==> src/rtl/qspi_pkg.sv <==
package qspi_pkg;

    typedef enum logic [2:0] {
        S_IDLE,
        S_LOAD,
        S_SETUP,
        S_SHIFT,
        S_HOLD,
        S_GAP
    } seq_state_t;

    localparam logic [1:0] BANK_TX  = 2'd0;
    localparam logic [1:0] BANK_CMD = 2'd1;
    localparam logic [1:0] BANK_RX  = 2'd2;
    localparam logic [1:0] BANK_CTL = 2'd3;

endpackage

==> src/rtl/qspi_baud.sv <==
module qspi_baud #(
    parameter int DIV_W = 8
) (
    input  logic             clk,
    input  logic             rst_n,
    input  logic             en,
    input  logic [DIV_W-1:0] div,
    output logic             tick
);

    logic [DIV_W-1:0] cnt;
    logic [DIV_W-1:0] lim;

    assign lim  = (div == '0) ? DIV_W'(1) : div;
    assign tick = en && (cnt == lim - 1'b1);

    always_ff @(posedge clk or negedge rst_n) begin
        if (!rst_n) begin
            cnt <= '0;
        end else if (!en || tick) begin
            cnt <= '0;
        end else begin
            cnt <= cnt + 1'b1;
        end
    end

endmodule

==> src/rtl/qspi_regfile.sv <==
module qspi_regfile
    import qspi_pkg::*;
#(
    parameter int DATA_W = 16,
    parameter int DEPTH  = 16,
    parameter int CS_W   = 4,
    parameter int DIV_W  = 8,
    parameter int PTR_W  = 4,
    parameter int CMD_W  = 9,
    parameter int ADDR_W = 6
) (
    input  logic              clk,
    input  logic              rst_n,
    input  logic              bus_sel,
    input  logic              bus_we,
    input  logic [ADDR_W-1:0] bus_addr,
    input  logic [DATA_W-1:0] bus_wdata,
    output logic [DATA_W-1:0] bus_rdata,
    input  logic [PTR_W-1:0]  cur_ptr,
    input  logic              busy,
    input  logic              rx_we,
    input  logic [PTR_W-1:0]  rx_idx,
    input  logic [DATA_W-1:0] rx_data,
    input  logic              done_set,
    output logic [DATA_W-1:0] tx_word,
    output logic [CMD_W-1:0]  cmd_word,
    output logic [DIV_W-1:0]  div,
    output logic              cpol,
    output logic              cpha,
    output logic              wrap,
    output logic [PTR_W-1:0]  start_ptr,
    output logic [PTR_W-1:0]  end_ptr,
    output logic              go,
    output logic              irq
);

    localparam int CFG_W = DIV_W + 4;
    localparam logic [PTR_W-1:0] REG_CFG = PTR_W'(0);
    localparam logic [PTR_W-1:0] REG_PTR = PTR_W'(1);
    localparam logic [PTR_W-1:0] REG_CTL = PTR_W'(2);

    logic [DATA_W-1:0] tx_mem  [DEPTH];
    logic [CMD_W-1:0]  cmd_mem [DEPTH];
    logic [DATA_W-1:0] rx_mem  [DEPTH];
    logic [CFG_W-1:0]  cfg_q;
    logic [2*PTR_W-1:0] ptr_q;
    logic              done_q;
    logic [1:0]        bank;
    logic [PTR_W-1:0]  idx;
    logic              wr;
    logic              ctl_wr;
    logic [DATA_W-1:0] rd_mux;

    assign bank   = bus_addr[ADDR_W-1 -: 2];
    assign idx    = bus_addr[PTR_W-1:0];
    assign wr     = bus_sel && bus_we;
    assign ctl_wr = wr && (bank == BANK_CTL) && (idx == REG_CTL);
    assign go     = ctl_wr && bus_wdata[0] && !busy;

    assign div       = cfg_q[DIV_W-1:0];
    assign cpol      = cfg_q[DIV_W];
    assign cpha      = cfg_q[DIV_W+1];
    assign wrap      = cfg_q[DIV_W+2];
    assign start_ptr = ptr_q[PTR_W-1:0];
    assign end_ptr   = ptr_q[2*PTR_W-1:PTR_W];
    assign tx_word   = tx_mem[cur_ptr];
    assign cmd_word  = cmd_mem[cur_ptr];
    assign irq       = done_q && cfg_q[DIV_W+3];

    always_ff @(posedge clk or negedge rst_n) begin
        if (!rst_n) begin
            for (int i = 0; i < DEPTH; i++) begin
                tx_mem[i]  <= '0;
                cmd_mem[i] <= '0;
                rx_mem[i]  <= '0;
            end
            cfg_q  <= '0;
            ptr_q  <= '0;
            done_q <= 1'b0;
        end else begin
            if (wr && bank == BANK_TX)  tx_mem[idx]  <= bus_wdata;
            if (wr && bank == BANK_CMD) cmd_mem[idx] <= bus_wdata[CMD_W-1:0];
            if (wr && bank == BANK_CTL && idx == REG_CFG) cfg_q <= bus_wdata[CFG_W-1:0];
            if (wr && bank == BANK_CTL && idx == REG_PTR) ptr_q <= bus_wdata[2*PTR_W-1:0];
            if (rx_we) rx_mem[rx_idx] <= rx_data;
            if (done_set) begin
                done_q <= 1'b1;
            end else if (go || (ctl_wr && bus_wdata[1])) begin
                done_q <= 1'b0;
            end
        end
    end

    always_comb begin
        rd_mux = '0;
        unique case (bank)
            BANK_TX:  rd_mux = tx_mem[idx];
            BANK_CMD: rd_mux = DATA_W'(cmd_mem[idx]);
            BANK_RX:  rd_mux = rx_mem[idx];
            BANK_CTL: begin
                if (idx == REG_CFG) begin
                    rd_mux = DATA_W'(cfg_q);
                end else if (idx == REG_PTR) begin
                    rd_mux = DATA_W'(ptr_q);
                end else if (idx == REG_CTL) begin
                    rd_mux[0]         = busy;
                    rd_mux[1]         = done_q;
                    rd_mux[4 +: PTR_W] = cur_ptr;
                end
            end
            default: rd_mux = '0;
        endcase
    end

    always_ff @(posedge clk or negedge rst_n) begin
        if (!rst_n) begin
            bus_rdata <= '0;
        end else if (bus_sel && !bus_we) begin
            bus_rdata <= rd_mux;
        end
    end


    rx_busy_chk: assert property (@(posedge clk) disable iff (!rst_n)
        rx_we |-> busy);


    done_busy_chk: assert property (@(posedge clk) disable iff (!rst_n)
        done_set |-> busy);

endmodule

==> src/rtl/qspi_sequencer.sv <==
module qspi_sequencer
    import qspi_pkg::*;
#(
    parameter int DATA_W   = 16,
    parameter int CS_W     = 4,
    parameter int MIN_BITS = 8,
    parameter int PTR_W    = 4,
    parameter int CMD_W    = 9
) (
    input  logic              clk,
    input  logic              rst_n,
    input  logic              go,
    input  logic              tick,
    input  logic [DATA_W-1:0] tx_word,
    input  logic [CMD_W-1:0]  cmd_word,
    input  logic [PTR_W-1:0]  start_ptr,
    input  logic [PTR_W-1:0]  end_ptr,
    input  logic              cpol,
    input  logic              cpha,
    input  logic              wrap,
    input  logic              miso,
    output logic              baud_en,
    output logic              busy,
    output logic [PTR_W-1:0]  cur_ptr,
    output logic              sck,
    output logic              mosi,
    output logic [CS_W-1:0]   cs_n,
    output logic              rx_we,
    output logic [PTR_W-1:0]  rx_idx,
    output logic [DATA_W-1:0] rx_data,
    output logic              done_set
);

    localparam int CNT_W  = $clog2(DATA_W + 1);
    localparam int EDGE_W = CNT_W + 1;
    localparam int KEEP_B = CS_W + 4;

    seq_state_t        st, nxt;
    logic [PTR_W-1:0]  ptr;
    logic [DATA_W-1:0] txsh;
    logic [DATA_W-1:0] rxsh;
    logic [CNT_W-1:0]  nbits;
    logic [CNT_W-1:0]  sampled;
    logic [EDGE_W-1:0] edge_cnt;
    logic [EDGE_W-1:0] last_edge;
    logic [CNT_W-1:0]  ld_bits;
    logic [CS_W-1:0]   cs_q;
    logic              sck_q;
    logic              keep_q;
    logic              at_end;
    logic              do_sample;

    function automatic logic [CNT_W-1:0] width_of(input logic [3:0] code);
        if (code == 4'd0)                    return CNT_W'(DATA_W);
        else if (CNT_W'(code) < MIN_BITS)    return CNT_W'(MIN_BITS);
        else if (CNT_W'(code) > DATA_W)      return CNT_W'(DATA_W);
        else                                 return CNT_W'(code);
    endfunction

    assign ld_bits   = width_of(cmd_word[CS_W+3:CS_W]);
    assign last_edge = {nbits, 1'b0} - EDGE_W'(1);
    assign at_end    = (ptr == end_ptr);
    assign do_sample = ~edge_cnt[0] ^ cpha;

    // state register
    always_ff @(posedge clk or negedge rst_n) begin
        if (!rst_n) st <= S_IDLE;
        else        st <= nxt;
    end

    always_comb begin
        nxt = st;
        unique case (st)
            S_IDLE:  if (go) nxt = S_LOAD;
            S_LOAD:  nxt = S_SETUP;
            S_SETUP: if (tick) nxt = S_SHIFT;
            S_SHIFT: if (tick && edge_cnt == last_edge) nxt = S_HOLD;
            S_HOLD: begin
                if (tick) begin
                    if (at_end && !wrap) nxt = S_IDLE;
                    else if (keep_q)     nxt = S_LOAD;
                    else                 nxt = S_GAP;
                end
            end
            S_GAP:   if (tick) nxt = S_LOAD;
            default: nxt = S_IDLE;
        endcase
    end

    // outputs and datapath
    always_ff @(posedge clk or negedge rst_n) begin
        if (!rst_n) begin
            ptr      <= '0;
            txsh     <= '0;
            rxsh     <= '0;
            nbits    <= CNT_W'(MIN_BITS);
            sampled  <= '0;
            edge_cnt <= '0;
            cs_q     <= '1;
            sck_q    <= 1'b0;
            keep_q   <= 1'b0;
            rx_we    <= 1'b0;
            rx_idx   <= '0;
            rx_data  <= '0;
        end else begin
            rx_we <= 1'b0;
            unique case (st)
                S_IDLE: begin
                    cs_q  <= '1;
                    sck_q <= cpol;
                    if (go) ptr <= start_ptr;
                end
                S_LOAD: begin
                    nbits    <= ld_bits;
                    keep_q   <= cmd_word[KEEP_B];
                    cs_q     <= ~cmd_word[CS_W-1:0];
                    txsh     <= tx_word << (CNT_W'(DATA_W) - ld_bits);
                    rxsh     <= '0;
                    sampled  <= '0;
                    edge_cnt <= '0;
                    sck_q    <= cpol;
                end
                S_SETUP: begin
                end
                S_SHIFT: begin
                    if (tick) begin
                        sck_q    <= ~sck_q;
                        edge_cnt <= edge_cnt + 1'b1;
                        if (do_sample) begin
                            rxsh    <= {rxsh[DATA_W-2:0], miso};
                            sampled <= sampled + 1'b1;
                            if (sampled == nbits - 1'b1) begin
                                rx_we   <= 1'b1;
                                rx_idx  <= ptr;
                                rx_data <= {rxsh[DATA_W-2:0], miso};
                            end
                        end else if (!(cpha && edge_cnt == '0)) begin
                            txsh <= {txsh[DATA_W-2:0], 1'b0};
                        end
                    end
                end
                S_HOLD: begin
                    if (tick) begin
                        if (at_end && !wrap) begin
                            cs_q <= '1;
                        end else begin
                            ptr <= at_end ? start_ptr : ptr + 1'b1;
                            if (!keep_q) cs_q <= '1;
                        end
                    end
                end
                S_GAP: begin
                end
                default: begin
                end
            endcase
        end
    end

    assign sck      = sck_q;
    assign mosi     = txsh[DATA_W-1];
    assign cs_n     = cs_q;
    assign busy     = (st != S_IDLE);
    assign cur_ptr  = ptr;
    assign baud_en  = (st == S_SETUP) || (st == S_SHIFT) || (st == S_HOLD) || (st == S_GAP);
    assign done_set = (st == S_HOLD) && tick && at_end;


    cs_hold_chk: assert property (@(posedge clk) disable iff (!rst_n)
        (st == S_SHIFT && $past(st) == S_SHIFT) |-> $stable(cs_q));


    sck_src_chk: assert property (@(posedge clk) disable iff (!rst_n)
        ((st == S_SHIFT || st == S_HOLD || st == S_GAP) && !$stable(sck_q))
        |-> ($past(st) == S_SHIFT && $past(tick)));


    idle_cs_chk: assert property (@(posedge clk) disable iff (!rst_n)
        (st == S_IDLE) |-> (cs_q == '1));

endmodule

==> src/rtl/qspi_queue_master.sv <==
module qspi_queue_master
    import qspi_pkg::*;
#(
    parameter int DATA_W   = 16,
    parameter int DEPTH    = 16,
    parameter int CS_W     = 4,
    parameter int DIV_W    = 8,
    parameter int MIN_BITS = 8,
    localparam int PTR_W   = $clog2(DEPTH),
    localparam int ADDR_W  = PTR_W + 2
) (
    input  logic              clk,
    input  logic              rst_n,
    input  logic              bus_sel,
    input  logic              bus_we,
    input  logic [ADDR_W-1:0] bus_addr,
    input  logic [DATA_W-1:0] bus_wdata,
    output logic [DATA_W-1:0] bus_rdata,
    output logic              sck,
    output logic              mosi,
    input  logic              miso,
    output logic [CS_W-1:0]   cs_n,
    output logic              irq
);

    localparam int CMD_W = CS_W + 5;

    logic              go, tick, baud_en, busy, rx_we, done_set;
    logic              cpol, cpha, wrap;
    logic [DIV_W-1:0]  div;
    logic [PTR_W-1:0]  cur_ptr, rx_idx, start_ptr, end_ptr;
    logic [DATA_W-1:0] tx_word, rx_data;
    logic [CMD_W-1:0]  cmd_word;

    qspi_regfile #(
        .DATA_W(DATA_W), .DEPTH(DEPTH), .CS_W(CS_W), .DIV_W(DIV_W),
        .PTR_W(PTR_W), .CMD_W(CMD_W), .ADDR_W(ADDR_W)
    ) u_regs (
        .clk(clk), .rst_n(rst_n),
        .bus_sel(bus_sel), .bus_we(bus_we), .bus_addr(bus_addr),
        .bus_wdata(bus_wdata), .bus_rdata(bus_rdata),
        .cur_ptr(cur_ptr), .busy(busy),
        .rx_we(rx_we), .rx_idx(rx_idx), .rx_data(rx_data), .done_set(done_set),
        .tx_word(tx_word), .cmd_word(cmd_word), .div(div),
        .cpol(cpol), .cpha(cpha), .wrap(wrap),
        .start_ptr(start_ptr), .end_ptr(end_ptr), .go(go), .irq(irq)
    );

    qspi_baud #(.DIV_W(DIV_W)) u_baud (
        .clk(clk), .rst_n(rst_n), .en(baud_en), .div(div), .tick(tick)
    );

    qspi_sequencer #(
        .DATA_W(DATA_W), .CS_W(CS_W), .MIN_BITS(MIN_BITS),
        .PTR_W(PTR_W), .CMD_W(CMD_W)
    ) u_seq (
        .clk(clk), .rst_n(rst_n), .go(go), .tick(tick),
        .tx_word(tx_word), .cmd_word(cmd_word),
        .start_ptr(start_ptr), .end_ptr(end_ptr),
        .cpol(cpol), .cpha(cpha), .wrap(wrap), .miso(miso),
        .baud_en(baud_en), .busy(busy), .cur_ptr(cur_ptr),
        .sck(sck), .mosi(mosi), .cs_n(cs_n),
        .rx_we(rx_we), .rx_idx(rx_idx), .rx_data(rx_data), .done_set(done_set)
    );

endmodule

==> config.mk <==
export PLATFORM = sky130hd
export DESIGN_NAME = qspi_queue_master
export DESIGN_NICKNAME = d
export VERILOG_FILES = /design/src/rtl/qspi_pkg.sv /design/src/rtl/qspi_baud.sv /design/src/rtl/qspi_regfile.sv /design/src/rtl/qspi_sequencer.sv /design/src/rtl/qspi_queue_master.sv
export SDC_FILE = /design/constraint.sdc
export NUM_CORES = 1
export LEC_CHECK = 0
export BUFFER_PORTS_ARGS = -buffer_cell sky130_fd_sc_hd__buf_2
export CORE_AREA = 2 2 295 297
export DETAILED_ROUTE_END_ITERATION = 8
export DIE_AREA = 0 0 297 299
export GPL_TIMING_DRIVEN = 0
export SLEW_MARGIN = 5
export SYNTH_ARGS = -nofsm -noshare
export SYNTH_HDL_FRONTEND = slang
export SYNTH_SLANG_ARGS = --single-unit
==> constraint.sdc <==
create_clock -name clk -period 3.7 [get_ports clk]
set_input_delay 0.37 -clock clk [delete_from_list [all_inputs] [get_ports clk]]
set_output_delay 0.37 -clock clk [all_outputs]
set_load 0.02 [all_outputs]
# Word level (Yosys, flattened, before mapping)
# Cells that the tools add are included.
# word_totals
register_bits	782
latchBits	0
mem_bits_rw	0
rom_bits	0
in_bits	27
out_inout_bits	23
wordCells	235
n_memories	0
# op_classes
n_addsub	8
multipliers	0
div	0
order_cmp	6
n_eq_ne	25
n_shift	1
mux	72
n_bitwise	7
n_reduce_logical	50
# ops
op	n
256-bit bitwise mux	2
16-bit binary-select mux with 4-bit select	3
16-bit 2-to-1 mux	11
144-bit bitwise mux	1
16-bit demux with 4-bit select	2
9-bit binary-select mux with 4-bit select	2
16-bit one-hot mux with 4 select lines	1
9-bit 2-to-1 mux	5
4-bit 2-to-1 mux	10
9-bit demux with 4-bit select	1
16-bit one-hot mux with 2 select lines	1
15-bit 2-to-1 mux	2
15-bit one-hot mux with 2 select lines	1
3-bit 2-to-1 mux	7
1-bit logical AND	20
3-bit one-hot mux with 6 select lines	1
8-bit 2-to-1 mux	2
2-bit inequality test, second input constant	8
16-bit by 5-bit left shift with 16-bit output	1
5-bit >= comparator, second input constant	3
5-bit 2-to-1 mux	3
4-bit NOT with 5-bit output	3
12-bit 2-to-1 mux	1
4-bit one-hot mux with 3 select lines	1
47 further kinds	77

# Logic depth before layout (Yosys ltp)
# logic_depth
word_depth	10
ltp_mapped	18
mapped_depth_nobuf	12

# By module
# A second synthesis with hierarchy kept.
# hier_totals
hier_cells	2779
area_unflattened_um2	40605.2
# modules_own_cells
module	n_inst	cells_per_inst	area_each_um2	seq_area_each_um2
qspi_regfile	1	2206	35058.6	17341.6
qspi_sequencer	1	473	4767.1	2033.2
qspi_baud	1	100	779.5	200.2

# Worst setup path before layout
# No wires, ideal clock.
# synth_timing
kind	reg-to-reg
startpoint	reg u_seq.ptr[0] (netlist: u_seq.cur_ptr[0])
endpoint	reg u_seq.txsh[9]
setup_time_ns	0.094
t_arrival_ns	3.842
t_required_ns	3.606
slack_ns	-0.236
stages_incl_launch_ff	16
path_buffers	4
period_less_slack_ns	3.936
path_cell_list	dfrtp_1 -> buf_6 -> mux4_2 -> a22o_1 -> o21ai_2 -> buf_4 -> buf_4 -> ha_1 -> clkbuf_1 -> clkinv_1 -> nand2_1 -> o22ai_1 -> or2_1 -> a2111o_1 -> and3_1 -> a221oi_2
# synth_via
elab_chain_cells	10
elab_cells_between_ends	14
cone_classes	add/sub: 1; order compare: 1; shift: 1; mux: 9; bitwise: 1; reduce/logical: 1
# synth_rtl
element	line_no	source
start, declared	qspi_sequencer.sv:39	logic [PTR_W-1:0] ptr;
start signal, assigned	qspi_sequencer.sv:111	if (go) ptr <= start_ptr;
start signal, assigned	qspi_sequencer.sv:147	ptr <= at_end ? start_ptr : ptr + 1'b1;
4-bit NOT with 5-bit output (not written as such) (*)	qspi_regfile.sv:66, qspi_regfile.sv:67	
9-bit binary-select mux with 4-bit select	qspi_regfile.sv:67	assign cmd_word = cmd_mem[cur_ptr];
9-bit 2-to-1 mux (not written as such) (2 in a row)	qspi_regfile.sv:67	
4-bit < comparator	qspi_sequencer.sv:55	else if (CNT_W'(code) < MIN_BITS) return CNT_W'(MIN_BITS);
4-bit 2-to-1 mux	qspi_sequencer.sv:55	
5-bit 2-to-1 mux	qspi_sequencer.sv:54	if (code == 4'd0) return CNT_W'(DATA_W);
5-bit subtractor	qspi_sequencer.sv:117	txsh <= tx_word << (CNT_W'(DATA_W) - ld_bits);
16-bit by 5-bit left shift with 16-bit output (*)	qspi_sequencer.sv:117	
16-bit one-hot mux with 2 select lines (*)	qspi_sequencer.sv:107	unique case (st)
end signal, assigned	qspi_sequencer.sv:117	
end signal, assigned	qspi_sequencer.sv:138	txsh <= {txsh[DATA_W-2:0], 1'b0};
end, declared	qspi_sequencer.sv:40	logic [DATA_W-1:0] txsh;
# Mark *: on every way between the ends. The rest lies on a longest branch, timed or not. The select of a mux whose other input is x is not followed.
# A chain may end at the register's enable or synchronous reset.

# Worst setup path in the final report
# layout_timing
startpoint	reg u_seq.ptr[0] (netlist: u_seq.cur_ptr[0])
endpoint	reg u_seq.txsh[8]
# Same word-level chain as after synthesis.

==> key figures <==
Critical path
  • CP required: 4250 ps
  • CP top delay family: multiplexers
  • Critical path's slowest cell: mux4_2
  • Worst setup SP type: flop
  • Crit path buf inv count: 4
  • Critical Path Max Stage Delay: 520 ps
  • Reg2reg setup slack: ~50 ps
  • FF-to-FF path depth: 13
  • R2R Path End: u_seq.txsh[8]$_DFFE_PN0P_
  • Crit-path cells: buf_8 > buf_4 > mux4_2 > a22o_4 > o21ai_4 > buf_12 > ha_4 > clkbuf_8 > mux4_2 > mux2i_4 > nor3b_2 > a21oi_2 > a221oi_1
  • WS Path Type: flop to flop
  • Crit-path max FO: 10
  • Crit path top cell by count: mux4_2
  • CP Data Arrival Time: 4200 ps
  • Reg2reg start: u_seq.cur_ptr[0]$_DFFE_PN0P_
  • Worst Setup End Kind: flop

Yosys
  • Mean Syn Cell Area: 14.6 sq um
  • Cells after Synth: 2726
  • Largest area contributor in the netlist: dfrtp_1
  • Count of cell types in the netlist: 79
  • Synthesized area: 0.0398 sq mm
  • Post-synth top flop: dfrtp_1
  • Syn_nets: 2761
  • Top cells by count, synth: dfrtp_1 (777), mux2_2 (708), mux4_2 (309)
  • Syn. warnings: 0
  • Synth top area share: slightly below 50%
  • Ys async rst share: 100%
  • EDFF count, synth: 0
  • Sequential fraction of the synthesis area: 49.1%
  • Register bit total from synthesis: 782
  • Most common cell in the netlist: dfrtp_1
  • Leading post-synthesis cells by cell area: dfrtp_1 (49%), mux2_2 (20%), mux4_2 (17%)

Place
  • Buffers on Ports: between 40 and 50
  • Post-DP HPWL: 92700 um
  • Gpl congestion: between 0.9 and 1

Layout
  • Fin util: ~53%
  • Area Overhead vs Synth: 14.0%
  • Nets: around 2900
  • Fraction of layout cells with a size suffix above 1: 46.7%

Timing
  • Final Hold Fails: 0
  • Max Fclk: between 200 and 300 MHz
  • Final setup viols: 0
  • Minimum clock period: roughly 3600 ps
  • Hold Slack: 37.3 ps
  • Normalized max-slew margin: 4.51%
  • Worst Tran Pin Value: 1430 ps
  • Tcrit/Tclk final: a little over nine tenths
  • Max Slew Vio Count: 0
  • Final clock skew: 24.6 ps

Power and ir drop
  • Cell internal pwr: 17.7 mW
  • Worst IR drop on VDD: 0.359 mV
  • Pwr per Cell Area: 582 mW/mm^2
  • Clock network fraction of design power: 34.4%
  • Final Power: 26.4 mW
  • Switching part of the total: between 30% and 40%
  • Combinational share of power: 28.9%
  • Net switching power: 8.70 mW
  • Sequential Power Share: 36.7%
  • Leakage: around 20 nW

Global routing
  • Met3 Use GR: 6.11%
  • Largest net degree at the start of global routing: 119
  • Gr ovfl total: 0
  • Grt met1 use: 42.8%
  • Initial antenna violation count: 10
  • M2 GR Usage: between 40 and 50%
  • First-pass GRT wire length: 192000 um
  • Vias in the first global route: 27000
  • GRT Total Usage: 29.9%
  • Most Crowded Layer GR: met2

CTS
  • CTS tree: done
  • Clk_lat worst skew: 670 ps
  • Num Clock Sinks: 782
  • Root Buffer: clkbuf_16
  • Maximum root-to-sink buffer count: 3
  • CTS Buf Count: 87
  • CTS clk-pin slew, worst paths: 60 ps
  • H-tree lvl count: 3

Job
  • Max_cap viols: 0

Routing
  • ANT nets after route: 0
  • Drt first pass iters: 5
  • Number of remaining DRC errors: 0
  • Initial DRC count: 2503
  • Average wire per standard cell: ~32 um
  • Final Routed Wirelength: between 100000 and 150000 um
  • Vias per cell: 6.38
  • DR vias: 26300

Min path
  • Hold Path Sink: u_regs.tx_mem[15]$_DFFE_PN0P_
  • Hold Crit Class: input port to flop
  • Hold depth: 2
  • Worst Hold Launch: bus_wdata[15]

Floorplanning
  • Die Y: 299 um
  • Initial Utilization: 46.4%
  • Full die area: 0.0888 sq mm
  • Top-level I/O count: 50
  • # rows: 108
  • Die Width: between 200 and 300 um
  • CORE AREA: between 0.08 and 0.09 sq mm

Status
  • Status: completed
metrics by stage:
stage / cells / area, sq um / TNS, ps / worst slack [ps]
final: 4126 / 45400 / 0 / 51.4
after global routing: 4123 / 45400 / -21.1 / -10.7
after CTS: 4107 / 45200 / -18.0 / -14.8
after detailed placement: 3940 / 41900 / -182080 / -1320
after global placement: 3926 / 41500 / - / -13770
after floorplan: 2726 / 39900 / 0 / 13.4
registers in the layout, indices dropped and copies added, names as in the netlist, 4 cells and up:
register,cells
u_seq.txsh,16
u_seq.cur_ptr,4
u_regs.rx_mem,256
u_seq.edge_cnt,6
u_seq.sampled,5
u_seq.rx_idx,4
u_regs.tx_mem,256
u_regs.ptr_q,8
u_regs.bus_rdata,16
u_seq.rx_data,16
u_regs.cmd_mem,144
u_seq.nbits,5
u_baud.cnt,8
u_seq.rxsh,15
u_regs.cfg_q,12
u_seq.cs_n,4
cell usage in the layout (no fill, tap or decap), types with 28 or more instances in the layout:
master     netlist  routed
buf_2           24      65
clkbuf_16        0      88
clkbuf_1       158     164
nand2_1        133     125
nor2_1          86      74
buf_4            9      36
dfrtp_1        777     775
mux4_2         309     309
mux2_2         708     707
o21ai_0         67      62
mux2i_1         40      37
xnor2_1         28      28
worst register-to-register path, delay by kind of cell, from the launching register on:
kind	cells	cell delay (ps)
DFF	1	440
buffers and inverters	4	640
and+or+nand+nor	1	230
muxes	3	1120
adders and majority gates	1	240
AOI/OAI and AO/OA	4	870
final cells by class:
cell class	count	area, sq um
multi-input combinational	1690	19400
tap	1155	1450
clock inverter	26	445
fill	7165	40500
clock buffer	133	2570
antenna	3	7.51
buffer	219	1080
timing repair buffer	91	766
sequential	782	19600
inverter	27	119
worst max-delay path by stage:
stage	cells after the start	startpoint	endpoint	slack (ps)
CTS	14	u_seq.cur_ptr[0]$_DFFE_PN0P_	u_seq.txsh[8]$_DFFE_PN0P_	-10
global route	13	u_seq.cur_ptr[0]$_DFFE_PN0P_	u_seq.txsh[14]$_DFFE_PN0P_	-10
finish	13	u_seq.cur_ptr[0]$_DFFE_PN0P_	u_seq.txsh[8]$_DFFE_PN0P_	50
floorplan	14	u_seq.cur_ptr[0]$_DFFE_PN0P_	u_seq.txsh[14]$_DFFE_PN0P_	10
detailed placement	15	u_seq.cur_ptr[3]$_DFFE_PN0P_	u_seq.txsh[8]$_DFFE_PN0P_	-1320
global placement	1	rst_n	u_regs.tx_mem[150]$_DFFE_PN0P_	-13770
metal layers:
layer	routed length, um	share of wire (%)	vias to the layer above
met5	32	0.024	-
met4	5260	4.0	6
met3	10700	8.1	261
met2	59800	45	1076
met1	56400	43	14300
li1	-	-	10700
power groups by stage:
stage	Sequential [mW]	Combinational (mW)	Clock, mW
final	9.71	7.63	9.09
after CTS	9.68	7.31	9.23
after detailed placement	9.82	7.02	0
after floorplan	9.68	4.60	0
after global placement	9.78	6.92	0
after global routing	9.76	7.99	9.60
cells by family after synthesis:
group           after synthesis  synth area share [%]
compound gates              197                  3.33
xor+xnor                     46                  1.03
fa+ha+maj                     8                 0.251
buf+inv                     254                  2.78
flops                       782                  49.1
mux                        1076                  39.0
simple gates                363                  4.47
what timing repair did:
| action | 4_1_cts | 5_1_grt |
|---|---|---|
| buffers inserted | 10 | 18 |
| resized for setup | 72 | 39 |
| endpoints found under the hold margin | 130 | 0 |
| endpoints found under the setup margin | 139 | 98 |
| hold buffers | 3 | 0 |
| pin swaps | 7 | 15 |
No activity file was read; power rests on OpenSTA's default activity.
